<file path="config.mk">
export PLATFORM = sky130hd
export DESIGN_NAME = ramp_switch_timer
export DESIGN_NICKNAME = d
export VERILOG_FILES = /design/src/rtl/ramp_timer_pkg.sv /design/src/rtl/ramp_timer_ctrl.sv /design/src/rtl/ramp_timer_datapath.sv /design/src/rtl/ramp_switch_timer.sv
export SDC_FILE = /design/constraint.sdc
export NUM_CORES = 1
export LEC_CHECK = 0
export ABC_AREA = 1
export BUFFER_PORTS_ARGS = -buffer_cell sky130_fd_sc_hd__buf_4
export CORE_MARGIN = 4
export CORE_UTILIZATION = 55
export CTS_CLUSTER_DIAMETER = 30
export DETAILED_ROUTE_END_ITERATION = 8
export PLACE_DENSITY = 0.75
export SLEW_MARGIN = 10
export SYNTH_ARGS = -nofsm -noshare
export SYNTH_HDL_FRONTEND = slang
export SYNTH_SLANG_ARGS = --single-unit
export TNS_END_PERCENT = 10
</file>
<file path="constraint.sdc">
create_clock -name clk -period 1.3 [get_ports clk]
set_input_delay 0 -clock clk [delete_from_list [all_inputs] [get_ports clk]]
set_output_delay 0 -clock clk [all_outputs]
set_load 0.05 [all_outputs]
</file>
<file path="src/rtl/ramp_timer_pkg.sv">
package ramp_timer_pkg;
  localparam int CODE_W = 6;
  localparam logic [CODE_W-1:0] CODE_MAX = '1;

  typedef logic [CODE_W-1:0] code_t;

  // Strobes and sweep state handed from control to datapath
  typedef struct packed {
    logic  writeCode;
    logic  captureLine;
    logic  sweeping;
    code_t count;
  } ctrl_strobes_t;
endpackage

</file>
<file path="src/rtl/ramp_timer_ctrl.sv">
module ramp_timer_ctrl
  import ramp_timer_pkg::*;
#(
  parameter int NUM_COLS = 8,
  localparam int IDX_W = $clog2(NUM_COLS)
) (
  input  logic             clk,
  input  logic             rstN,
  input  logic             loadEn,
  input  logic             lineStrobe,
  output ctrl_strobes_t    strobes,
  output logic [IDX_W-1:0] colIdx,
  output logic             sweepDone
);
  localparam logic [IDX_W-1:0] LAST_COL = IDX_W'(NUM_COLS - 1);

  code_t countQ;
  logic  sweepingQ;
  logic  doneQ;

  // Column pointer: advances per written code, wraps, restarts on strobe
  always_ff @(posedge clk or negedge rstN) begin
    if (!rstN) begin
      colIdx <= '0;
    end else if (lineStrobe) begin
      colIdx <= '0;
    end else if (loadEn) begin
      colIdx <= (colIdx == LAST_COL) ? '0 : colIdx + 1'b1;
    end
  end

  // Shared sweep counter and its activity flag
  always_ff @(posedge clk or negedge rstN) begin
    if (!rstN) begin
      countQ    <= '0;
      sweepingQ <= 1'b0;
      doneQ     <= 1'b0;
    end else begin
      doneQ <= sweepingQ && (countQ == CODE_MAX) && !lineStrobe;
      if (lineStrobe) begin
        countQ    <= '0;
        sweepingQ <= 1'b1;
      end else if (sweepingQ) begin
        countQ <= countQ + 1'b1;
        if (countQ == CODE_MAX) begin
          sweepingQ <= 1'b0;
        end
      end
    end
  end

  always_comb begin
    strobes.writeCode   = loadEn;
    strobes.captureLine = lineStrobe;
    strobes.sweeping    = sweepingQ;
    strobes.count       = countQ;
  end

  assign sweepDone = doneQ;
endmodule

</file>
<file path="src/rtl/ramp_timer_datapath.sv">
module ramp_timer_datapath
  import ramp_timer_pkg::*;
#(
  parameter int NUM_COLS = 8,
  localparam int IDX_W = $clog2(NUM_COLS)
) (
  input  logic                clk,
  input  logic                rstN,
  input  ctrl_strobes_t       strobes,
  input  logic [IDX_W-1:0]    colIdx,
  input  code_t               codeIn,
  output logic [NUM_COLS-1:0] switchEn
);
  for (genvar col = 0; col < NUM_COLS; col++) begin : g_col
    code_t inputQ;
    code_t storeQ;
    code_t turnOff;

    always_ff @(posedge clk or negedge rstN) begin
      if (!rstN) begin
        inputQ <= '0;
        storeQ <= '0;
      end else begin
        if (strobes.writeCode && (colIdx == IDX_W'(col))) begin
          inputQ <= codeIn;
        end
        if (strobes.captureLine) begin
          storeQ <= inputQ;
        end
      end
    end

    // Switch opens at the count equal to the inverted code and stays open
    assign turnOff       = ~storeQ;
    assign switchEn[col] = strobes.sweeping && (strobes.count < turnOff);
  end
endmodule

</file>
<file path="src/rtl/ramp_switch_timer.sv">
module ramp_switch_timer
  import ramp_timer_pkg::*;
#(
  parameter int NUM_COLS = 8
) (
  input  logic                clk,
  input  logic                rstN,
  input  logic                loadEn,
  input  logic [CODE_W-1:0]   codeIn,
  input  logic                lineStrobe,
  output logic [NUM_COLS-1:0] switchEn,
  output logic                sweepDone
);
  localparam int IDX_W = $clog2(NUM_COLS);

  ctrl_strobes_t    ctrlStrobes;
  logic [IDX_W-1:0] colIdx;

  ramp_timer_ctrl #(.NUM_COLS(NUM_COLS)) u_ctrl (
    .clk        (clk),
    .rstN       (rstN),
    .loadEn     (loadEn),
    .lineStrobe (lineStrobe),
    .strobes    (ctrlStrobes),
    .colIdx     (colIdx),
    .sweepDone  (sweepDone)
  );

  ramp_timer_datapath #(.NUM_COLS(NUM_COLS)) u_datapath (
    .clk      (clk),
    .rstN     (rstN),
    .strobes  (ctrlStrobes),
    .colIdx   (colIdx),
    .codeIn   (codeIn),
    .switchEn (switchEn)
  );
endmodule

</file>
==> results.yml, run 1 <==
status:
  outcome: "finished, violations left"
  violations: "design-rule violations, negative setup slack"
logic_synthesis:
  synthCells: 595
  synth_area_leader_cell: "dfrtp_1"
  yosysWarnings: 0
  synthTopCellsByArea: "dfrtp_1 52%, nand2_1 17%, ha_1 11%"
  ys_seq_elements: 107
  synth_cell_types: 22
  synth_top_family_by_area: "simple AND/OR/NAND/NOR gates"
  yosysSeqAreaShare: 0.5170
  synth-simple-area-share: 0.2339
  muxShareOfSynthArea: 0
  async_flop_share: 1.000
  synthXorXnorAreaFrac: 0
  synth_fp_nets: 652
  syn_area_um2: 5179
  syn_avg_cell_area_um2: 8.704
  synth_flop_cell: "dfrtp_1"
  synth_edf_count: 0
  synth_top_area_share: 0.5170
  synth_compound_gate_area_share: 0.07586
  synthAdderAreaFrac: 0.1136
critical_path:
  crit_path_end_kind: "primary output"
  worstRegToRegCells: 6
  crit_type: "reg -> out"
  worst_setup_path_start_kind: "register"
  critical_path_arrival_ns: 1.80
  cp.required_ns: 1.30
  ff2ff_setup_slack_ns: -0.01
  timing.rr.end: "u_ctrl.countQ[4]"
  r2r_start: "u_ctrl.countQ[1]"
  crit_path_max_fanout: 5
min_path:
  min_from: "codeIn[0]"
  hold_end: "u_datapath.g_col[6].inputQ[0]"
  hold_class: "in -> reg"
  min_path_cells: 3
route:
  drt_first_pass_iters: 9
  drc: 1
  avgViaCountPerCell: 5.406
  final_antenna_net_count: 0
  wirelength_um: 11590
  drt_iter0_drc: 240
  num_vias: 4044
  wl_per_cell_um: 15.49
final_layout:
  fillers: 668
  synthToLayoutAreaGrowth_pct: 22.52
  finalNetCount: 689
  diodes: 0
  layout_commonest_cell: "nand2_1"
  final_cell_mix: "231 x nand2_1, 103 x dfrtp_1, 37 x inv_1, 37 x o21ai_0, 27 x ha_1"
  multi_input_area_um2: 2621
  register_area_um2: 2683
  drive_above_1_share: 0.2292
floorplanning:
  num_rows: 35
  floorplan.die_area_um2: 11030
  io_pins: 19
  fp.dieW_um: 105.0
  coreArea_um2: 9196
  start_util: 0.5631
  die_h_um: 105.0
timing:
  setup_tns_ns: -3.656
  finalMaxSlewViolations: 0
  fin_ws_ns: -0.5033
  finalCriticalPeriod_ns: 1.803
  fmax_mhz: 554.5
  worst_pin_slew_ns: 0.5519
  period_share: 1.387
  hold_viol_final: 0
  finalSetupViolCount: 10
  skew_ns: 0.01036
  holdWs_ns: 0.05451
  rsz0062_at_grt: "true"
  slew_headroom: 0.6321
power_and_ir_drop:
  powerDensity_nw_per_um2: 1227
  p_leak_nw: 3.336
  total_power_mw: 7.784
  vdd_ir_drop_max_mv: 0.6222
clocking:
  clockBufferDepth: 2
  htree_levels: 3
  clk_pin_slew_ns: 0.10
  clockRootBuffer: "clkbuf_8"
  cts.sinks: 107
  clock_latency_ns: 0.36
  cts_tree: "built"
  cts_made_buffers: 9
grt:
  grt_overflow: 0
  grt_max_degree: 108
  antenna_found_initial: 0
  grt_pass1_wl_um: 19550
  grt_pass1_vias: 4054
  grt_use_total: 0.2220
placement:
  gp_congestion: 0.8306
  post-place-ws_ns: -0.2258
  dp_hpwl_um: 7161
  port_buffers: 18
run:
  maxCapViolCount: 0
-- area by class of cell --
type                       instances  area share
inverter                          45     0.02662
sequential                       107      0.4228
multi-input combinational        422      0.4131
clock inverter                     6     0.01400
clock buffer                      10     0.02169
tap                              111     0.02189
timing repair buffer              47     0.07987
-- power by group --
group | switching (mW) | leakage [nW] | internal, mW
Clock | 1.13 | 0.108 | 1.14
Sequential | 0.401 | 1.41 | 3.90
Combinational | 0.690 | 1.82 | 0.525
Total | 2.22 | 3.34 | 5.56
-- cell usage after synthesis, types with 8 or more instances --
cell     instances
a21oi_1         11
buf_2           10
buf_4            9
dfrtp_1        107
ha_1            47
inv_1           43
nand2_1        238
nand3_1         26
nand4_1          8
nor2_1          23
o21ai_0         40
o21ai_1         13
-- worst max path at each step --
| stage | slack (ns) | depth (start not counted) | endpoint | startpoint |
|---|---|---|---|---|
| floorplan | -0.04 | 6 | switchEn[1] | u_ctrl.countQ[5] |
| global placement | -0.17 | 5 | switchEn[2] | u_ctrl.countQ[1] |
| detailed placement | -0.23 | 5 | switchEn[7] | u_ctrl.countQ[2] |
| CTS | -0.48 | 7 | switchEn[0] | u_ctrl.countQ[5] |
| global route | -0.57 | 7 | switchEn[0] | u_ctrl.countQ[5] |
| finish | -0.50 | 7 | switchEn[0] | u_ctrl.countQ[5] |
-- critical path: stages (launching register included) --
cell and delay (ns):
dfrtp_2 0.46, ha_1 0.34, nand2_1 0.08, inv_1 0.04, nor2_1 0.14, nand3_2 0.12, nor2_4 0.10, buf_6 0.16
-- cells by family (layout without fill, tap and decap cells) --
kind of cell	after synthesis	after routing
and+or+nand+nor	302	302
DFF	107	107
AOI/OAI and AO/OA	73	73
buffers and inverters	66	108
adders and majority gates	47	47
-- timing repair --
item                                   4_1_cts  5_1_grt
gates resized for setup                     49       42
hold buffers                                 3        0
setup buffers                                6        1
setup endpoints to repair                   21       45
endpoints found under the hold margin      121        0
pin swaps                                    4       10
-- state kept, by name, indices dropped and copies added, names as in the netlist --
| signal | count |
|---|---|
| u_ctrl.sweepingQ | 1 |
| u_datapath.g_col.inputQ | 48 |
| u_datapath.g_col.storeQ | 48 |
| u_ctrl.sweepDone | 1 |
| u_ctrl.countQ | 6 |
| u_ctrl.colIdx | 3 |
-- stage by stage --
step	cells	instance area [um^2]	utilization
floorplan	595	5241	-
global placement	722	5580	0.6068
detailed placement	722	5580	0.6068
CTS	747	6200	0.6742
global route	748	6345	0.6899
finish	748	6345	0.6899
-- layer usage --
| layer | up-vias | wire [um] | track usage |
|---|---|---|---|
| met5 | - | 0 | 0 |
| met4 | 0 | 323 | 0.08435 |
| met3 | 24 | 378 | 0.02594 |
| met2 | 87 | 5777 | 0.3822 |
| met1 | 1952 | 5110 | 0.2880 |
| li1 | 1981 | - | - |
Power figures use the tool's default switching activity.
==> run 2, diff against run 1 <==
- ABC_AREA: 1 -> 0
==> run 2 against run 1 <==
Compared with the run above:
- the flow finishes with violations (negative setup slack)
- first-iteration DRC count shrank 63%
- largest power group unchanged
- clock power shrank 8.8%
- combinational power grew 83%
- non-clock buffer count grew 16
- cell count shrank 29%
- routed wire length shrank 3.0%
==> results.yml, run 2 <==
run:
  maxCapViolCount: 0
timing:
  worst_pin_slew_ns: 0.3375
  rsz0062_at_grt: "true"
  fin_ws_ns: -0.7041
  finalSetupViolCount: 59
  hold_viol_final: 0
  finalCriticalPeriod_ns: 2.004
  holdWs_ns: 0.01484
  slew_headroom: 0.7750
  finalMaxSlewViolations: 0
  period_share: 1.542
  skew_ns: 0.01601
  fmax_mhz: 499.0
grt:
  grt_max_degree: 30
  grt_pass1_vias: 3433
  grt_overflow: 0
  grt_pass1_wl_um: 18470
  antenna_found_initial: 0
  grt_use_total: 0.2195
route:
  wirelength_um: 11250
  wl_per_cell_um: 21.06
  met2_length_um: 5457
  drt_iter0_drc: 89
  top_layer_used: "met4"
  routed-wl-met3_um: 382
  drc: 0
  drt_first_pass_iters: 6
  num_vias: 3128
  wl_met1_um: 5124
  avgViaCountPerCell: 5.858
  final_antenna_net_count: 0
clocking:
  htree_levels: 3
  clockBufferDepth: 2
  cts_tree: "built"
  clk_pin_slew_ns: 0.10
  cts_made_buffers: 9
  cts.sinks: 107
  clock_latency_ns: 0.37
  clockRootBuffer: "clkbuf_8"
critical_path:
  crit_start: "u_ctrl.countQ[2]"
  crit_path_max_fanout: 5
  crit_type: "reg -> out"
  worstRegToRegCells: 5
  crit_path_end_kind: "primary output"
  worst_setup_path_start_kind: "register"
  r2r_start: "u_ctrl.colIdx[0]"
  critical_path_arrival_ns: 2.00
  timing.rr.end: "u_datapath.g_col[7].inputQ[2]"
  ff2ff_setup_slack_ns: -0.17
  cp.required_ns: 1.30
  crit_end: "switchEn[3]"
placement:
  post-place-ws_ns: -0.3835
  dp_hpwl_um: 6738
  port_buffers: 18
  gp_congestion: 0.7593
  placed_area_um2: 5714
logic_synthesis:
  synth_cell_types: 27
  synthTopCellsByArea: "dfrtp_1 53%, mux2_2 17%, ha_1 12%"
  async_flop_share: 1.000
  synth_top_area_share: 0.5287
  ys_seq_elements: 107
  syn_area_um2: 5065
  synth_edf_count: 0
  synth_flop_cell: "dfrtp_1"
  synth_area_leader_cell: "dfrtp_1"
  synthCells: 357
  synth_most_common_cell: "dfrtp_1"
  synthTopCellsByCount: "107 x dfrtp_1, 78 x mux2_2, 47 x ha_1"
  syn_avg_cell_area_um2: 14.19
  yosysWarnings: 0
  synth_fp_nets: 414
  yosysSeqAreaShare: 0.5287
final_layout:
  layout_commonest_cell: "dfrtp_1"
  diodes: 0
  multi_input_area_um2: 2884
  final_cell_mix: "103 x dfrtp_1, 73 x mux2_2, 29 x buf_4"
  synthToLayoutAreaGrowth_pct: 30.31
  reg.largest.list: "u_datapath.g_col.inputQ x48, u_datapath.g_col.storeQ x48, u_ctrl.countQ x6"
  register_area_um2: 2685
  finalNetCount: 478
  fillers: 512
  drive_above_1_share: 0.5587
  final_design_area_no_fill_um2: 6600
  fin_util: 0.7459
floorplanning:
  start_util: 0.5724
  num_rows: 34
  io_pins: 19
  coreArea_um2: 8848
  die_h_um: 104.0
  fp.dieW_um: 104.0
  floorplan.die_area_um2: 10810
min_path:
  min_from: "codeIn[4]"
  hold_class: "in -> reg"
  min_path_cells: 2
power_and_ir_drop:
  p_leak_nw: 3.078
  total_power_mw: 9.053
  powerDensity_nw_per_um2: 1372
  vdd_ir_drop_max_mv: 0.7702
status:
  outcome: "finished, violations left"
  violations: "negative setup slack"
[run 2: cell count changes after synthesis, sizes merged, moves of 6 or more]
cell | before | now
nand3 | 28 | 11
a21oi | 11 | 26
o21ai | 59 | 1
nand2 | 238 | 8
mux2 | 0 | 96
inv | 45 | 3
buf | 21 | 8
o211ai | 0 | 8
nor2b | 0 | 8
nor4b | 0 | 8
nor2 | 24 | 10
nand4 | 8 | 2
[run 2: where the power goes]
part           switching (mW)  internal [mW]  total, mW
Clock                    1.15          0.915       2.07
Combinational           0.851           1.37       2.22
Sequential              0.574           4.19       4.77
Total                    2.58           6.48       9.05
[run 2: timing repair]
action                                  CTS  global route
endpoints found under the hold margin   133             2
buffers inserted                         11             0
pin swaps                                31            17
endpoints found under the setup margin   59            63
hold buffers                              6             1
resized for setup                        69            21
[run 2: critical path: stages (launching register included)]
cell	delay, ns
dfrtp_4	0.51
buf_12	0.16
ha_4	0.22
a21oi_2	0.15
a21oi_2	0.09
nor4b_4	0.31
buf_6	0.20
[run 2: worst min path at each step]
stage | slack [ns] | end
6_report | 0.01 | u_datapath.g_col[1].inputQ[4]
2_1_floorplan | -0.30 | u_ctrl.colIdx[0]
3_3_place_gp | -0.08 | u_datapath.g_col[5].storeQ[1]
5_1_grt | 0.0004 | u_datapath.g_col[3].inputQ[4]
4_1_cts | 0.002 | u_datapath.g_col[7].inputQ[3]
3_5_place_dp | -0.08 | u_datapath.g_col[5].inputQ[1]
[run 2: metrics by stage]
step / setup TNS, ns / instances
after floorplan: -5.166 / 357
after global placement: -7.570 / 500
after detailed placement: -8.460 / 500
after CTS: -8.721 / 533
after global routing: -11.86 / 534
final: -8.894 / 534
[run 2: cell type report]
type | count | share of cell area
clock inverters | 6 | 0.01118
well taps | 108 | 0.02047
multi-input cells | 237 | 0.4370
flip-flops and latches | 107 | 0.4068
repair buffers | 63 | 0.1035
clock buffers | 10 | 0.01934
inverters | 3 | 0.001706
[run 2: logic make-up after synthesis]
kind of cell,synth area share
compound gates,0.04002
xor+xnor,0.006918
fa+ha+maj,0.1161
buf+inv,0.01408
flops,0.5287
mux,0.2327
simple gates,0.06151
[run 2: routing by layer]
| layer | vias up | track usage |
|---|---|---|
| li1 | 1445 | - |
| met1 | 1602 | 0.2941 |
| met2 | 55 | 0.3514 |
| met3 | 26 | 0.04904 |
| met4 | 0 | 0.08072 |
| met5 | - | 0 |
==> run 3, diff against run 2 <==
- PLACE_DENSITY: 0.75 -> 0.72
- clock period: 1.3 -> 2.6 ns (I/O delays scaled with it)
==> run 3 against run 2 <==
Compared with the run above:
- the run now ends clean
- die area did not move
- critical path depth down 1
- utilization shrank 11 points
- clock-buffer cell count is the same
- sequential cell count did not move
- routed wire length decreased by 14%
- critical path type unchanged
- critical endpoint is now switchEn[2]
- largest cell class is now registers
==> results.yml, run 3 (same netlist as run 2, synthesis figures left out) <==
final_layout:
  final_cell_mix: "107 x dfrtp_1, 78 x mux2_2, 47 x ha_1"
  fin_util: 0.6318
  layout_commonest_cell: "dfrtp_1"
  reg.largest.list: "u_datapath.g_col.inputQ x48, u_datapath.g_col.storeQ x48, u_ctrl.countQ x6"
  synthToLayoutAreaGrowth_pct: 10.38
  final_design_area_no_fill_um2: 5590
  drive_above_1_share: 0.3538
  diodes: 0
  fin_cells: 498
  finalNetCount: 442
min_path:
  min_path_cells: 2
  hold_class: "in -> reg"
clocking:
  htree_levels: 3
  clockBufferDepth: 2
  cts.sinks: 107
  clk_pin_slew_ns: 0.10
  clock_latency_ns: 0.36
  postCtsSetupBuffers: 0
  cts_tree: "built"
  cts_made_buffers: 9
  clockRootBuffer: "clkbuf_8"
route:
  wl_per_cell_um: 19.49
  drt_first_pass_iters: 4
  wirelength_um: 9704
  drc: 0
  avgViaCountPerCell: 5.817
  drt_iter0_drc: 134
  final_antenna_net_count: 0
  num_vias: 2897
critical_path:
  r2r_start: "u_ctrl.colIdx[0]"
  critical_path_arrival_ns: 2.38
  crit_type: "reg -> out"
  crit_end: "switchEn[2]"
  crit_path_end_kind: "primary output"
  crit_path_max_fanout: 12
  crit_start: "u_ctrl.countQ[2]"
  worstRegToRegCells: 4
  timing.rr.end: "u_datapath.g_col[7].inputQ[4]"
  ff2ff_setup_slack_ns: 1.00
  cp.required_ns: 2.60
  worst_setup_path_start_kind: "register"
power_and_ir_drop:
  total_power_mw: 4.250
  switching_share: 0.2701
  seq_power_share: 0.553
  pwr-share-comb: 0.201
  powerDensity_nw_per_um2: 760.3
  p_int_mw: 3.102
  pwr-share-clk: 0.246
  p_leak_nw: 2.731
  vdd_ir_drop_max_mv: 0.3970
  switchingPower_mw: 1.148
grt:
  grt_overflow: 0
  grt_max_degree: 68
  grt_pass1_vias: 3043
  antenna_found_initial: 0
  grt_pass1_wl_um: 16120
  grt_use_total: 0.1907
placement:
  port_buffers: 18
  placed_area_um2: 5309
  dp_hpwl_um: 6152
  post-place-ws_ns: 0.6236
  gp_congestion: 0.7668
  dp_cells: 475
timing:
  finalSetupViolCount: 0
  finalMaxSlewViolations: 0
  finalCriticalPeriod_ns: 2.378
  fin_ws_ns: 0.2216
  rsz0062_at_grt: "false"
  skew_ns: 0.01022
  fmax_mhz: 420.5
  holdWs_ns: 0.02218
  worst_pin_slew_ns: 0.8697
  slew_headroom: 0.4202
  hold_viol_final: 0
  period_share: 0.9148
  setup_tns_ns: 0
status:
  outcome: "finished, final reports clean"
floorplanning:
  coreArea_um2: 8848
  io_pins: 19
  num_rows: 34
  start_util: 0.5724
  floorplan.die_area_um2: 10810
  die_h_um: 104.0
  fp.dieW_um: 104.0
run:
  maxCapViolCount: 0
==> run 3: metal layers <==
| metal | vias to the layer above | share of wire | GRT usage |
|---|---|---|---|
| met4 | 0 | 0.0090 | 0.04748 |
| met2 | 30 | 0.49 | 0.3110 |
| li1 | 1366 | - | - |
| met5 | - | 0 | 0 |
| met3 | 7 | 0.022 | 0.03104 |
| met1 | 1494 | 0.48 | 0.2681 |
==> run 3: critical path: stages, from the launching register on <==
cell     delay (ns)
dfrtp_1        0.77
ha_1           0.37
a21oi_1        0.15
a21oi_1        0.09
nor4b_1        0.37
buf_4          0.28
==> run 3: worst min-delay path by stage <==
stage,startpoint,slack [ns],end
final,codeIn[5],0.02,u_datapath.g_col[7].inputQ[5]
after global routing,codeIn[5],0.009,u_datapath.g_col[3].inputQ[5]
after CTS,codeIn[5],0.008,u_datapath.g_col[7].inputQ[5]
after detailed placement,rstN,0.16,u_datapath.g_col[0].inputQ[5]
after global placement,rstN,0.16,u_datapath.g_col[0].inputQ[5]
after floorplan,rstN,-0.30,u_ctrl.colIdx[0]
==> run 3: area by class of cell <==
cell class | instances | area (um^2)
tap | 108 | 135.1
timing repair buffer | 27 | 232.7
clock inverter | 6 | 73.82
inverter | 3 | 11.26
clock buffer | 10 | 137.6
fill | 685 | 3258
multi-input combinational | 237 | 2322
sequential | 107 | 2678
==> run 3: what timing repair did <==
action | 4_1_cts | 5_1_grt
hold buffers | 7 | 0
hold endpoints to repair | 104 | 0
endpoints found under the setup margin | 0 | 0
resized for setup | 0 | 0
==> run 3: power groups by stage <==
stage / sequential, mW / combinational, mW / clock (mW)
floorplan: 2.29 / 0.693 / 0
finish: 2.35 / 0.854 / 1.05
CTS: 2.35 / 0.868 / 1.08
detailed placement: 2.38 / 0.857 / 0
global route: 2.40 / 0.962 / 1.14
global placement: 2.36 / 0.805 / 0
